<file path="src/rtl/pp_pkg.sv">
package pp_pkg;

    localparam int INSN_W     = 16;
    localparam int XREG_W     = 5;
    localparam int RLIST_W    = 4;
    localparam int SEL_W      = 3;
    localparam int NUM_SAVED  = 12;
    localparam int RA_IDX     = 1;
    localparam int MIN_LEGAL  = 4;
    localparam int MAX_RVE    = 6;
    localparam int FRAME_ALGN = 16;

    // Saved-register index to architectural register number.
    function automatic logic [XREG_W-1:0] saved_to_xreg(input int n);
        int r;
        r = (n < 2) ? 8 + n : 16 + n;
        return r[XREG_W-1:0];
    endfunction

    typedef enum logic { WIDTH32 = 1'b0, WIDTH64 = 1'b1 } xwidth_e;

endpackage

</file>
<file path="src/rtl/pp_sreg_map.sv">
module pp_sreg_map
    import pp_pkg::*;
(
    input  logic [SEL_W-1:0]  sel,
    output logic [XREG_W-1:0] xreg
);
    logic [XREG_W-1:0] sel_ext;

    always_comb begin
        sel_ext = {{(XREG_W-SEL_W){1'b0}}, sel};
        if (sel < SEL_W'(2)) begin
            xreg = XREG_W'(8) + sel_ext;
        end else begin
            xreg = XREG_W'(16) + sel_ext;
        end
    end
endmodule

</file>
<file path="src/rtl/pp_legal_chk.sv">
module pp_legal_chk
    import pp_pkg::*;
(
    input  logic [RLIST_W-1:0] code,
    input  logic               rve,
    output logic               illegal
);
    always_comb begin
        illegal = (code < RLIST_W'(MIN_LEGAL)) ||
                  (rve && (code > RLIST_W'(MAX_RVE)));
    end
endmodule

</file>
<file path="src/rtl/pp_mask_gen.sv">
module pp_mask_gen
    import pp_pkg::*;
#(
    parameter int MASK_W = 32
) (
    input  logic [RLIST_W-1:0] code,
    output logic [MASK_W-1:0]  mask
);
    localparam int CNT_W = $clog2(NUM_SAVED + 1);

    logic [CNT_W-1:0]     saved_cnt;
    logic [NUM_SAVED-1:0] saved_on;

    // Number of saved registers named by the code.
    always_comb begin
        if (code == RLIST_W'(15)) begin
            saved_cnt = CNT_W'(NUM_SAVED);
        end else if (code >= RLIST_W'(5)) begin
            saved_cnt = CNT_W'(code) - CNT_W'(4);
        end else begin
            saved_cnt = '0;
        end
    end

    for (genvar n = 0; n < NUM_SAVED; n++) begin : g_saved
        assign saved_on[n] = (CNT_W'(n) < saved_cnt);
    end

    always_comb begin
        mask = '0;
        mask[RA_IDX] = (code >= RLIST_W'(MIN_LEGAL));
        for (int n = 0; n < NUM_SAVED; n++) begin
            mask[saved_to_xreg(n)] = saved_on[n];
        end
    end
endmodule

</file>
<file path="src/rtl/pp_adj_calc.sv">
module pp_adj_calc
    import pp_pkg::*;
#(
    parameter int ADJ_W = 8
) (
    input  logic [RLIST_W-1:0] code,
    input  logic               xlen64,
    input  logic [1:0]         spimm,
    output logic [ADJ_W-1:0]   adj
);
    localparam int ALGN_BITS = $clog2(FRAME_ALGN);

    logic [ADJ_W-1:0] nregs;
    logic [ADJ_W-1:0] bytes;
    logic [ADJ_W-1:0] base;

    always_comb begin
        // Return address plus saved registers.
        if (code == RLIST_W'(15)) begin
            nregs = ADJ_W'(NUM_SAVED + 1);
        end else if (code >= RLIST_W'(MIN_LEGAL)) begin
            nregs = ADJ_W'(code) - ADJ_W'(MIN_LEGAL - 1);
        end else begin
            nregs = '0;
        end
        bytes = xlen64 ? (nregs << 3) : (nregs << 2);
        base  = (bytes + ADJ_W'(FRAME_ALGN - 1)) &
                ~ADJ_W'(FRAME_ALGN - 1);
        adj   = base + (ADJ_W'(spimm) << ALGN_BITS);
    end
endmodule

</file>
<file path="src/rtl/pushpop_rlist_decoder.sv">
module pushpop_rlist_decoder
    import pp_pkg::*;
#(
    parameter int MASK_W = 32,
    parameter int ADJ_W  = 8
) (
    input  logic                 clk,
    input  logic                 rst_n,
    input  logic                 in_valid,
    output logic                 in_ready,
    input  logic [INSN_W-1:0]    in_insn,
    input  logic                 in_xlen64,
    input  logic                 in_rve,
    output logic                 out_valid,
    input  logic                 out_ready,
    output logic [MASK_W-1:0]    out_mask,
    output logic [ADJ_W-1:0]     out_stack_adj,
    output logic [XREG_W-1:0]    out_sreg1,
    output logic [XREG_W-1:0]    out_sreg2,
    output logic                 out_illegal
);
    localparam int NUM_SEL = 2;

    typedef struct packed {
        logic              valid;
        logic [MASK_W-1:0] mask;
        logic [ADJ_W-1:0]  adj;
        logic [XREG_W-1:0] r1;
        logic [XREG_W-1:0] r2;
        logic              illegal;
    } res_t;

    res_t res_d, res_q;

    logic [RLIST_W-1:0] code;
    logic [1:0]         spimm;
    logic [SEL_W-1:0]   sel  [NUM_SEL];
    logic [XREG_W-1:0]  xreg [NUM_SEL];
    logic [MASK_W-1:0]  mask_raw;
    logic [ADJ_W-1:0]   adj_raw;
    logic               illegal;
    logic               accept;

    assign code   = in_insn[7:4];
    assign spimm  = in_insn[3:2];
    assign sel[0] = in_insn[9:7];
    assign sel[1] = in_insn[4:2];

    for (genvar i = 0; i < NUM_SEL; i++) begin : g_sel
        pp_sreg_map u_map (
            .sel  (sel[i]),
            .xreg (xreg[i])
        );
    end

    pp_legal_chk u_legal (
        .code    (code),
        .rve     (in_rve),
        .illegal (illegal)
    );

    pp_mask_gen #(.MASK_W(MASK_W)) u_mask (
        .code (code),
        .mask (mask_raw)
    );

    pp_adj_calc #(.ADJ_W(ADJ_W)) u_adj (
        .code   (code),
        .xlen64 (in_xlen64),
        .spimm  (spimm),
        .adj    (adj_raw)
    );

    assign in_ready = !res_q.valid || out_ready;
    assign accept   = in_valid && in_ready;

    always_comb begin
        res_d = res_q;
        if (res_q.valid && out_ready) begin
            res_d.valid = 1'b0;
        end
        if (accept) begin
            res_d.valid   = 1'b1;
            res_d.illegal = illegal;
            res_d.mask    = illegal ? '0 : mask_raw;
            res_d.adj     = illegal ? '0 : adj_raw;
            res_d.r1      = xreg[0];
            res_d.r2      = xreg[1];
        end
    end

    always_ff @(posedge clk or negedge rst_n) begin
        if (!rst_n) begin
            res_q <= '0;
        end else begin
            res_q <= res_d;
        end
    end

    assign out_valid     = res_q.valid;
    assign out_mask      = res_q.mask;
    assign out_stack_adj = res_q.adj;
    assign out_sreg1     = res_q.r1;
    assign out_sreg2     = res_q.r2;
    assign out_illegal   = res_q.illegal;
endmodule

</file>
<file path="config.mk">
export PLATFORM = sky130hd
export DESIGN_NAME = pushpop_rlist_decoder
export DESIGN_NICKNAME = d
export VERILOG_FILES = /design/src/rtl/pp_pkg.sv /design/src/rtl/pp_sreg_map.sv /design/src/rtl/pp_legal_chk.sv /design/src/rtl/pp_mask_gen.sv /design/src/rtl/pp_adj_calc.sv /design/src/rtl/pushpop_rlist_decoder.sv
export SDC_FILE = /design/constraint.sdc
export NUM_CORES = 1
export LEC_CHECK = 0
export ABC_AREA = 1
export BUFFER_PORTS_ARGS = -buffer_cell sky130_fd_sc_hd__buf_2
export CORE_UTILIZATION = 46
export CTS_CLUSTER_DIAMETER = 80
export DETAILED_ROUTE_END_ITERATION = 8
export PLACE_DENSITY_LB_ADDON = 0.2
export REMOVE_ABC_BUFFERS = 1
export SLEW_MARGIN = 5
export SYNTH_ARGS = -nofsm -noshare
export SYNTH_HDL_FRONTEND = slang
export SYNTH_SLANG_ARGS = --single-unit
</file>
<file path="constraint.sdc">
create_clock -name clk -period 1.4 [get_ports clk]
set_input_delay 0.21 -clock clk [delete_from_list [all_inputs] [get_ports clk]]
set_output_delay 0.21 -clock clk [all_outputs]
set_load 0.01 [all_outputs]
</file>
## After elaboration in Yosys (flattened, before gate mapping)

Index checks and enable logic that the tools add are counted.
Widths: inputs -> output; s select.

| operators by class | value |
|---|---|
| magnitude comparators | 18 |
| add/subtract/negate cells | 8 |
| multiplexer cells | 11 |
| equality and inequality tests | 1 |
| reductions and logical operators | 7 |

Operator list:

| operator | number |
|---|---|
| $mux 52 | 1 |
| $mux 28 | 1 |
| $lt 3x4->1 const A | 4 |
| $lt 4x4->1 const A | 4 |
| $mux 8 | 2 |
| $mux 6 | 2 |
| $add 4x3->5 const A | 2 |
| $add 5x3->5 const A | 2 |
| $mux 5 | 2 |
| $add 8x4->8 const B | 1 |
| $add 8x6->8 | 1 |
| $ge 4x3->1 const B | 2 |
| $lt 1x4->1 const A | 2 |
| $lt 2x4->1 const A | 2 |
| $mux 4 | 2 |
| $lt 3x2->1 const B | 2 |
| $sub 4x2->5 const B | 1 |
| $eq 4x4->1 const B | 1 |
| $gt 4x3->1 const B | 1 |
| $lt 4x3->1 const B | 1 |
| $sub 4x3->4 const B | 1 |
| $logic_and 1x1->1 | 3 |
| $logic_or 1x1->1 | 2 |
| $reduce_bool 2->1 | 1 |
| other kinds (2) | 2 |

| word-level totals | value |
|---|---|
| bits in registers | 52 |
| bits of input ports | 22 |

## Depth between registers and ports, before layout

Gate-level depths: netlist of run 1.

| depth | value |
|---|---|
| depth after elaboration | 8 |
| mapped depth | 15 |
| depth with buffers taken out | 15 |

## Modules after synthesis

A second synthesis of run 1 with hierarchy kept.

| unflattened totals | value |
|---|---|
| cells, all modules | 421 |
| area total of the unflattened synthesis | 3075.4 sq um |

Modules (own cells, without submodules):

| module | instances | area an instance (sq um) | cells an instance |
|---|---|---|---|
| pushpop_rlist_decoder | 1 | 2454.9 | 310 |
| pp_adj_calc | 1 | 285.3 | 50 |
| pp_mask_gen | 1 | 235.2 | 41 |
| pp_sreg_map | 2 | 37.5 | 7 |
| pp_legal_chk | 1 | 25.0 | 6 |

## Worst setup path after synthesis of run 1

No wires, ideal clock.

| timing | value |
|---|---|
| path type | input to register |
| from | in in_insn[5] |
| to | reg res_q, in the netlist out_stack_adj[5] |
| arrival | 1.781 ns |
| cell stages on the path | 10 |
| slack | -0.502 ns |
| required time | 1.279 ns |
| library setup time | 0.121 ns |
| buffers on the path | 0 |
| cells stage by stage | inv_1 -> ha_1 -> inv_1 -> nor2_2 -> nand3_1 -> nand2_2 -> xor2_1 -> ha_1 -> fa_1 -> a22o_1 |

| between the ends | value |
|---|---|
| longest elaborated chain between the ends | 7 |

Ends and longest elaborated chain:

| element | line | text |
|---|---|---|
| start, declared | pushpop_rlist_decoder.sv:11 | `input logic [INSN_W-1:0] in_insn,` |
| $sub 4x2->5 or $ge 4x3->1 (tied branches) | pp_adj_calc.sv:22, pp_adj_calc.sv:21 |  |
| $mux 6 | pp_adj_calc.sv:21 | `end else if (code >= RLIST_W'(MIN_LEGAL)) begin` |
| $mux 6 | pp_adj_calc.sv:19 | `if (code == RLIST_W'(15)) begin` |
| $mux 8 | pp_adj_calc.sv:26 | `bytes = xlen64 ? (nregs << 3) : (nregs << 2);` |
| $add 8x4->8 | pp_adj_calc.sv:27 | `base = (bytes + ADJ_W'(FRAME_ALGN - 1)) &` |
| $add 8x6->8 | pp_adj_calc.sv:29 | `adj = base + (ADJ_W'(spimm) << ALGN_BITS);` |
| $mux 8 * | pushpop_rlist_decoder.sv:86 | `res_d.adj = illegal ? '0 : adj_raw;` |
| end signal, assigned | pushpop_rlist_decoder.sv:96 | `res_q <= res_d;` |
| end, declared | pushpop_rlist_decoder.sv:33 | `res_t res_d, res_q;` |

Mark *: on every way between the ends. The rest lies on a longest branch, timed or not.
A chain may end at the register's enable or synchronous reset.

## Final worst setup path of run 1

| timing | value |
|---|---|
| from | in in_insn[4] |
| to | reg res_q, in the netlist out_stack_adj[5] |

The elaborated chain is that of the path after synthesis.

==> results.yml, run 1 <==
clock_tree:
  clk_transition_reported_paths_ns: 0.08
  tritoncts: "built"
  worstSkewPairLatency_ns: 0.33
  cts_max_level: 2
  cts_buffer_depth: 2
  cts-root-buf: "clkbuf_4"
  cts_made_buffers: 5
  cts_sinks: 29
power:
  vdd_drop_max_v: 0.000353
  p_leak_nw: 1.21
  p_per_area_nw_per_um2: 976
global_routing:
  grt_first_pass_wirelength_um: 5100
  grt_max_degree: 30
  grt.overflow.total: 0
  grt_pass1_vias: 1168
  grt_usage: 0.186
  grt_antenna_before_repair: 0
sta:
  tns_ns: -0.445
  slew_headroom: 0.583
  worstMarginPinSlew_ns: 0.625
  fin_crit_ns: 1.65
  finalHoldViolations: 0
  worst_slack_ns: -0.252
  rsz0062_at_grt: "true"
  fin_crit_sh: 1.18
  setup_viol: 2
  whs_ns: 0.111
  slew_viol_final: 0
  max_freq_mhz: 605
  skew_ns: 0.00793
hold_path:
  hold_path.class: "input pin to register"
  worstHoldPathCells: 3
  hold_start: "in_insn[2]"
worst_setup_path:
  worst_setup_path_start_kind: "input pin"
  crit_required_ns: 1.62
  reg2regPathDepth: 7
  crit_start: "in_insn[4]"
  crit_type: "input pin to register"
  regToRegStartpoint: "out_valid$_DFFE_PN0P_"
  cp.arrival_ns: 1.87
  cp_max_fo: 4
  worstSetupEndpointType: "register"
routing:
  routed_wl_um: 3210
  drt_first_pass_iters: 4
  drtIter0Drc: 38
  ant_nets: 0
  avgViaCountPerCell: 4.42
  dr_total_vias: 1369
  drc: 0
  wl_per_cell_um: 10.3
die:
  core-area_um2: 3360
  rows: 21
  start_util: 0.485
  die_h_um: 61.6
  io_pins: 75
  die-area_um2: 3790
  die_w_um: 61.6
layout:
  fillerInstances: 325
  final_nets: 292
  fin_util: 0.627
  fin_area_um2: 2110
  antenna_cells: 0
  syn2layout_area_growth_pct: 29.3
  drive_above_1_share: 0.375
synthesis:
  synth_cell_type_count: 28
  seq_area_frac_synth: 0.445
  ys_warn_count: 0
  synth_area_um2: 1630
  synth_top_cell_by_area: "dfrtp_1"
  synthTopCellsByArea: "dfrtp_1, nand2_1, buf_4"
  ys_seq_elements: 29
  syn_avg_cell_area_um2: 8.41
  synth_cells: 194
  synth_top_cell_area_share: 0.445
placement:
  portBuffers: 43
  gp_congestion: 0.790
  place_hpwl_um: 2330
  placed_area_um2: 1940
run:
  maxCapViolations: 0
status:
  violations: "setup timing"
  status: "finished with violations"
## path summary, 6_finish.rpt
kind	endpoint	slack (ns)
min in group asynchronous	out_mask[19]$_DFFE_PN0P_	0.45
max	out_stack_adj[5]$_DFFE_PN0P_	-0.25
max in group asynchronous	out_stack_adj[7]$_DFFE_PN0P_	0.54
min reg2reg	out_sreg2[3]$_DFFE_PN0P_	0.48
min	out_sreg2[0]$_DFFE_PN0P_	0.11
max reg2reg	out_mask[26]$_DFFE_PN0P_	0.13
## what timing repair did
item | CTS | global route
pin swaps | 8 | 5
endpoints found under the hold margin | 29 | 0
buffers inserted | 1 | 2
resized for setup | 13 | 8
setup endpoints to repair | 3 | 12
hold buffers | 1 | 0
## cells in the mapped netlist
cell / count
a22o_1: 2
buf_2: 3
buf_6: 1
buf_4: 23
o21ai_0: 5
o21ai_1: 3
nand2_2: 5
a21oi_1: 2
a21o_1: 1
conb_1: 1
nor2_4: 1
inv_2: 2
inv_1: 13
ha_1: 6
nand4_2: 1
nand3_2: 2
dfrtp_1: 29
or2_1: 1
o211ai_1: 1
nor2_2: 4
nand3_1: 11
nor2_1: 8
o211a_1: 1
o21ai_2: 2
nand2_1: 63
fa_1: 1
xor2_1: 1
nor3_1: 1
## per-layer routing
layer / vias up / routed length (um) / share of wire / GRT usage
li1: 699 / - / - / -
met1: 611 / 1490 / 0.46 / 0.240
met2: 52 / 1460 / 0.45 / 0.300
met3: 7 / 189 / 0.059 / 0.0525
met4: 0 / 71 / 0.022 / 0.0667
met5: - / 0 / 0 / 0
## report_power, final
group	switching [W]	internal [W]
Combinational	0.000338	0.000251
Sequential	0.0000514	0.000942
Clock	0.000286	0.000191
## registers in the layout, summed over array words and instances, names as in the netlist
name           cells
out_illegal        1
out_sreg2          5
out_stack_adj      4
out_valid          1
out_sreg1          5
out_mask          13
## per-stage QoR
stage / std cells / power (W) / setup WS [ns]
after CTS: 308 / 0.00206 / -0.254
after detailed placement: 298 / 0.00156 / -0.716
after floorplan: 189 / 0.00131 / -0.503
after global placement: 298 / 0.00156 / -0.635
final: 310 / 0.00206 / -0.252
after global routing: 310 / 0.00222 / -0.302
## cell type report
class                      count  area [um^2]  share of cell area
clock inverter                 2         10.0             0.00474
clock buffer                   6         41.3              0.0196
tap                           46         57.6              0.0273
inverter                      15         61.3              0.0291
timing repair buffer          67          423               0.200
multi-input combinational    145          791               0.375
sequential                    29          726               0.344
## layout by cell type, fill, tap and decap left out, drive strengths merged
cell type	count
nand2	68
buf	66
dfrtp	29
conb	23
inv	15
nand3	13
nor2	13
o21ai	10
clkbuf	6
ha	6
a21oi	2
a22o	2
clkinv	2
xor2	1
nand4	1
o211ai	1
o211a	1
nor3	1
a21o	1
or2	1
fa	1
dlygate4sd3	1
## worst max-delay path, stage by stage
cell     delay, ns
buf_12        0.09
inv_4         0.04
ha_4          0.25
inv_2         0.04
nor2_4        0.09
nand3_2       0.07
nand2_2       0.10
xor2_1        0.17
ha_2          0.22
fa_1          0.41
a22o_1        0.18
## cells by family (layout without fill, tap and decap cells)
group / count (synthesis) / in the layout / share of synthesized area
and+or+nand+nor: 97 / 97 / 0.265
buffers and inverters: 42 / 90 / 0.156
DFF: 29 / 29 / 0.445
AOI/OAI and AO/OA: 17 / 17 / 0.0675
adders and majority gates: 7 / 7 / 0.0583
other: 1 / 23 / 0.00230
xor gates and xnor gates: 1 / 1 / 0.00537
Note: power is estimated with default switching activity, not from simulation.
==> run 2: changes to the inputs <==
- ABC_AREA: 1 -> default
- CORE_UTILIZATION: 46 -> 49
- CTS_BUF_LIST: default -> sky130_fd_sc_hd__clkbuf_4 sky130_fd_sc_hd__clkbuf_8
- clock period: 1.4 -> 1.8 ns (I/O delays scaled with it)
==> run 2 against run 1 <==
Effect of this change: the flow still finishes with violations (setup timing); synthesized cell count increased by 2.6%; critical path type unchanged; sequential share of layout area shrank 1.3 points; total power shrank 19%; worst setup slack improved by 0.24 ns; largest cell class unchanged; design area grew 4.0%; via count is 11% higher; combinational power is 22% lower; largest power group unchanged; clock power decreased by 5.9%; area after synthesis rose by 5.6%; die area is 0.84% lower; final cell count shrank 0.65%.
==> results.yml, run 2 <==
power:
  vdd_drop_max_v: 0.000320
  power_frac_seq: 0.455
  fin_total_pwr_w: 0.00167
  p_leak_nw: 1.13
  power.internal_w: 0.00115
  p_sw_frac: 0.309
  p_per_area_nw_per_um2: 761
  combPwrFrac: 0.277
  power_switching_w: 0.000516
  share_clk_of_total_power: 0.269
synthesis:
  synthTopCellsByArea: "dfrtp_1, buf_4, nand2_1"
  synth_cell_type_count: 39
  synth_flop_cell: "dfrtp_1"
  synth.most_common_cell: "nand2_1"
  synth_top_cell_by_area: "dfrtp_1"
  synth_top_cell_area_share: 0.421
  synth_edf_count: 0
  synth_cells: 199
  syn_avg_cell_area_um2: 8.66
  ys_warn_count: 0
  yosys-top-cells-count: "nand2_1, dfrtp_1, buf_4"
  seq_area_frac_synth: 0.421
  async_reset_ff_frac: 1.00
  ys_seq_elements: 29
  synth_area_um2: 1720
routing:
  avgViaCountPerCell: 4.93
  routed_wl_um: 3550
  drt_first_pass_iters: 4
  ant_nets: 0
  drc: 0
  wl_per_cell_um: 11.5
  dr_total_vias: 1517
  drtIter0Drc: 51
die:
  io_pins: 75
  rows: 21
  die-area_um2: 3760
  die_h_um: 61.3
  die_w_um: 61.3
  core-area_um2: 3360
  start_util: 0.512
layout:
  mostFrequentLayoutCells: "nand2_1, buf_2, dfrtp_1"
  final_nets: 290
  largest_reg_flops: 13
  layoutNonFillerInstCount: 308
  drive_above_1_share: 0.344
  syn2layout_area_growth_pct: 27.3
  antenna_cells: 0
hold_path:
  hold_path.class: "input pin to register"
  worstHoldPathCells: 3
  whs_endpoint: "out_sreg1[1]$_DFFE_PN0P_"
  hold_start: "in_insn[8]"
global_routing:
  grt_use_met2: 0.326
  grt_max_degree: 30
  grt_usage: 0.207
  grt.overflow.total: 0
  use_met3: 0.0504
  grt_util_met1: 0.279
  grt_pass1_vias: 1244
  grt_first_pass_wirelength_um: 5630
  grt-busiest-layer: "met2"
  grt_antenna_before_repair: 0
clock_tree:
  cts_made_buffers: 5
  worstSkewPairLatency_ns: 0.33
  cts_max_level: 2
  clk_transition_reported_paths_ns: 0.09
  cts_sinks: 29
  cts_buffer_depth: 2
  tritoncts: "built"
  cts_setup_buffers: 0
  cts-root-buf: "clkbuf_4"
run:
  maxCapViolations: 0
worst_setup_path:
  reg2reg_slack_ns: 0.50
  worst_setup_path_start_kind: "input pin"
  r2r-end: "out_mask[25]$_DFFE_PN0P_"
  crit_required_ns: 2.02
  worstSetupEndpointType: "register"
  reg2regPathDepth: 5
  cp.arrival_ns: 2.04
  crit_type: "input pin to register"
  regToRegStartpoint: "out_valid$_DFFE_PN0P_"
  cp_max_fo: 6
placement:
  dp.cells: 299
  portBuffers: 43
  place_hpwl_um: 2690
  gp_congestion: 0.837
status:
  violations: "setup timing"
  status: "finished with violations"
sta:
  fin_crit_sh: 1.01
  whs_ns: 0.145
  worst_slack_ns: -0.0165
  slew_headroom: 0.582
  rsz0062_at_grt: "true"
  fin_crit_ns: 1.82
  max_freq_mhz: 551
  setup_viol: 2
  slew_viol_final: 0
  skew_ns: 0.00334
  finalHoldViolations: 0
  worstMarginPinSlew_ns: 0.627
## run 2: repair_timing
item	CTS	global route
endpoints found under the hold margin	29	0
gates resized for setup	17	7
hold buffers	1	0
setup endpoints to repair	3	3
pin swaps	6	1
## run 2: critical path: stages
cell and delay [ns]:
buf_12 0.09, inv_6 0.03, ha_4 0.25, or4_4 0.42
a21oi_2 0.13, o21ai_1 0.06, nand3_1 0.09, ha_2 0.19
fa_1 0.38, inv_1 0.06, o21ai_1 0.06
## run 2: area by class of cell
cell class / instances / area (um^2)
Inverter: 7 / 36.3
Timing Repair Buffer: 68 / 434
Multi-Input combinational cell: 150 / 870
Sequential cell: 29 / 726
Clock buffer: 7 / 65.1
Tap cell: 46 / 57.6
Clock inverter: 1 / 5.00
Fill cell: 318 / 1170
## run 2: per-stage QoR
step / TNS [ns] / instance area (um^2) / util / worst slack (ns)
2_1_floorplan: -0.938 / 1580 / - / -0.357
3_3_place_gp: -1.55 / 2030 / 0.603 / -0.521
3_5_place_dp: -1.67 / 2030 / 0.603 / -0.555
4_1_cts: -0.00779 / 2160 / 0.643 / -0.00779
5_1_grt: -0.201 / 2190 / 0.652 / -0.115
6_report: -0.0232 / 2190 / 0.652 / -0.0165
## run 2: cells by family after synthesis
logic type	count (synthesis)	share of synthesized area
flops	29	0.421
mux	1	0.00654
simple gates	71	0.191
fa+ha+maj	7	0.0552
other cells	1	0.00218
compound gates	46	0.166
xor+xnor	2	0.0102
buf+inv	42	0.148
## run 2: power groups by stage
stage          Combinational, W  Clock [W]  Sequential, W
2_1_floorplan          0.000190          0       0.000811
3_3_place_gp           0.000433          0       0.000771
3_5_place_dp           0.000438          0       0.000773
4_1_cts                0.000458   0.000463       0.000760
5_1_grt                0.000529   0.000500       0.000772
6_report               0.000461   0.000449       0.000758
## run 2: layer usage
layer	up-vias	wire length, um
li1	751	-
met1	702	1710
met2	57	1600
met3	7	185
met4	0	56
met5	-	0
## run 2: how the worst max path moves through the flow
| stage | from | endpoint | slack [ns] | cells past startpoint |
|---|---|---|---|---|
| final | in_insn[5] | out_stack_adj[5]$_DFFE_PN0P_ | -0.02 | 11 |
| after global routing | in_insn[5] | out_stack_adj[5]$_DFFE_PN0P_ | -0.12 | 11 |
| after CTS | in_insn[5] | out_stack_adj[5]$_DFFE_PN0P_ | -0.008 | 11 |
| after detailed placement | in_insn[5] | out_stack_adj[5]$_DFFE_PN0P_ | -0.55 | 11 |
| after global placement | in_insn[4] | out_stack_adj[5]$_DFFE_PN0P_ | -0.52 | 11 |
| after floorplan | in_insn[4] | out_stack_adj[5]$_DFFE_PN0P_ | -0.36 | 9 |
==> run 3: changes to the inputs <==
- ABC_CLOCK_PERIOD_IN_PS: default -> 1800
- TNS_END_PERCENT: default -> 20
==> run 3 against run 2 <==
Effect of this change: the flow still finishes with violations (setup timing); register-to-register slack about the same; via count shrank 0.99%; sequential power is essentially flat; critical path type unchanged; critical endpoint unchanged.
==> results.yml, run 3 (synthesized netlist as in run 2, its figures left out) <==
global_routing:
  grt_usage: 0.207
  grt.overflow.total: 0
  grt_pass1_vias: 1244
  grt_first_pass_wirelength_um: 5630
  grt_max_degree: 30
  grt_antenna_before_repair: 0
worst_setup_path:
  cp_slowest_cell: "or4_1"
  cp.arrival_ns: 2.04
  cp_max_fo: 6
  crit_type: "input pin to register"
  cp_cell_sequence: "buf_8 -> inv_4 -> ha_4 -> or4_1 -> a21oi_2 -> o21ai_1 -> nand3_1 -> ha_2 -> fa_1 -> inv_1 -> o21ai_0"
  worst_setup_path_start_kind: "input pin"
  crit_required_ns: 2.02
  cpPeakStageDelay_ns: 0.41
  worstSetupEndpointType: "register"
placement:
  portBuffers: 43
  gp_congestion: 0.837
  placed_area_um2: 2030
  place_hpwl_um: 2690
clock_tree:
  cts_max_level: 2
  worstSkewPairLatency_ns: 0.33
  cts_made_buffers: 5
  cts-root-buf: "clkbuf_4"
  cts_sinks: 29
  tritoncts: "built"
  clk_transition_reported_paths_ns: 0.09
  cts_buffer_depth: 2
sta:
  tns_ns: -0.0384
  fin_crit_ns: 1.82
  setup_viol: 3
  skew_ns: 0.00293
  worstMarginPinSlew_ns: 0.627
  max_freq_mhz: 548
  slew_headroom: 0.582
  slew_viol_final: 0
  rsz0062_at_grt: "true"
  worst_slack_ns: -0.0245
  finalHoldViolations: 0
  fin_crit_sh: 1.01
layout:
  mostFrequentLayoutCells: "nand2_1, buf_2, dfrtp_1"
  antenna_cells: 0
  fin_area_um2: 2180
  drive_above_1_share: 0.346
  largest_reg_flops: 13
  syn2layout_area_growth_pct: 26.4
  final_nets: 291
routing:
  ant_nets: 0
  avgViaCountPerCell: 4.86
  drt_first_pass_iters: 4
  wl_per_cell_um: 11.5
  routed_wl_um: 3540
  dr_total_vias: 1502
  drc: 0
  drtIter0Drc: 53
die:
  die-area_um2: 3760
  io_pins: 75
  die_h_um: 61.3
  start_util: 0.512
  die_w_um: 61.3
  core-area_um2: 3360
  rows: 21
power:
  power_switching_w: 0.000515
  share_clk_of_total_power: 0.269
  vdd_drop_max_v: 0.000320
  p_leak_nw: 1.13
  power_frac_seq: 0.454
  p_sw_frac: 0.309
  power.internal_w: 0.00115
  combPwrFrac: 0.277
  p_per_area_nw_per_um2: 766
run:
  maxCapViolations: 0
status:
  status: "finished with violations"
  violations: "setup timing"
hold_path:
  hold_path.class: "input pin to register"
==> run 3: per-stage QoR <==
stage | utilization | instances | hold WS, ns | total power, W | worst slack [ns]
after floorplan | - | 186 | -0.0256 | 0.00100 | -0.357
after global placement | 0.603 | 299 | 0.328 | 0.00120 | -0.521
after detailed placement | 0.603 | 299 | 0.326 | 0.00121 | -0.555
after CTS | 0.643 | 308 | 0.132 | 0.00168 | -0.0225
after global routing | 0.648 | 309 | 0.136 | 0.00180 | -0.135
final | 0.648 | 309 | 0.144 | 0.00167 | -0.0245
==> run 3: routing by layer <==
layer  vias up  share of wire  track usage
li1        751              -            -
met2        54           0.46        0.326
met3         7          0.051       0.0504
met1       690           0.48        0.279
met5         -              0            0
met4         0          0.012       0.0682
==> run 3: path summary, 6_finish.rpt <==
check	from	endpoint	slack (ns)	depth (start not counted)
setup / recovery	in_insn[5]	out_stack_adj[5]$_DFFE_PN0P_	-0.02	11
hold / removal	in_insn[8]	out_sreg1[1]$_DFFE_PN0P_	0.14	3
setup reg to reg	out_valid$_DFFE_PN0P_	out_mask[25]$_DFFE_PN0P_	0.49	5
hold reg to reg	out_mask[23]$_DFFE_PN0P_	out_mask[23]$_DFFE_PN0P_	0.48	2
max in group asynchronous	rst_n	out_sreg2[4]$_DFFE_PN0P_	0.89	2
min in group asynchronous	rst_n	out_mask[23]$_DFFE_PN0P_	0.51	2
==> run 3: power groups by stage <==
| stage | registers (W) | clock network [W] | logic (W) |
|---|---|---|---|
| after floorplan | 0.000811 | 0 | 0.000190 |
| after global placement | 0.000771 | 0 | 0.000433 |
| after detailed placement | 0.000773 | 0 | 0.000438 |
| after CTS | 0.000760 | 0.000463 | 0.000457 |
| after global routing | 0.000772 | 0.000500 | 0.000529 |
| final | 0.000758 | 0.000448 | 0.000462 |
==> run 3: layout make-up <==
cell class / count / area (um^2)
multi-input cells: 150 / 861
clock inverters: 1 / 5.00
repair buffers: 69 / 433
fillers: 319 / 1180
clock buffers: 7 / 65.1
inverters: 7 / 31.3
flip-flops and latches: 29 / 726
well taps: 46 / 57.6
==> run 3: repair_timing <==
action	CTS	global route
buffers inserted	0	1
endpoints found under the hold margin	29	0
setup endpoints to repair	3	3
pin swaps	6	2
gates resized for setup	16	2
hold buffers	1	0
==> run 3: critical path: cells and delay by family <==
kind	cells	cell delay [ns]
AO/OA/AOI/OAI	3	0.26
adder cells (fa/ha/maj)	3	0.78
buffers and inverters	3	0.22
AND/OR/NAND/NOR	2	0.50
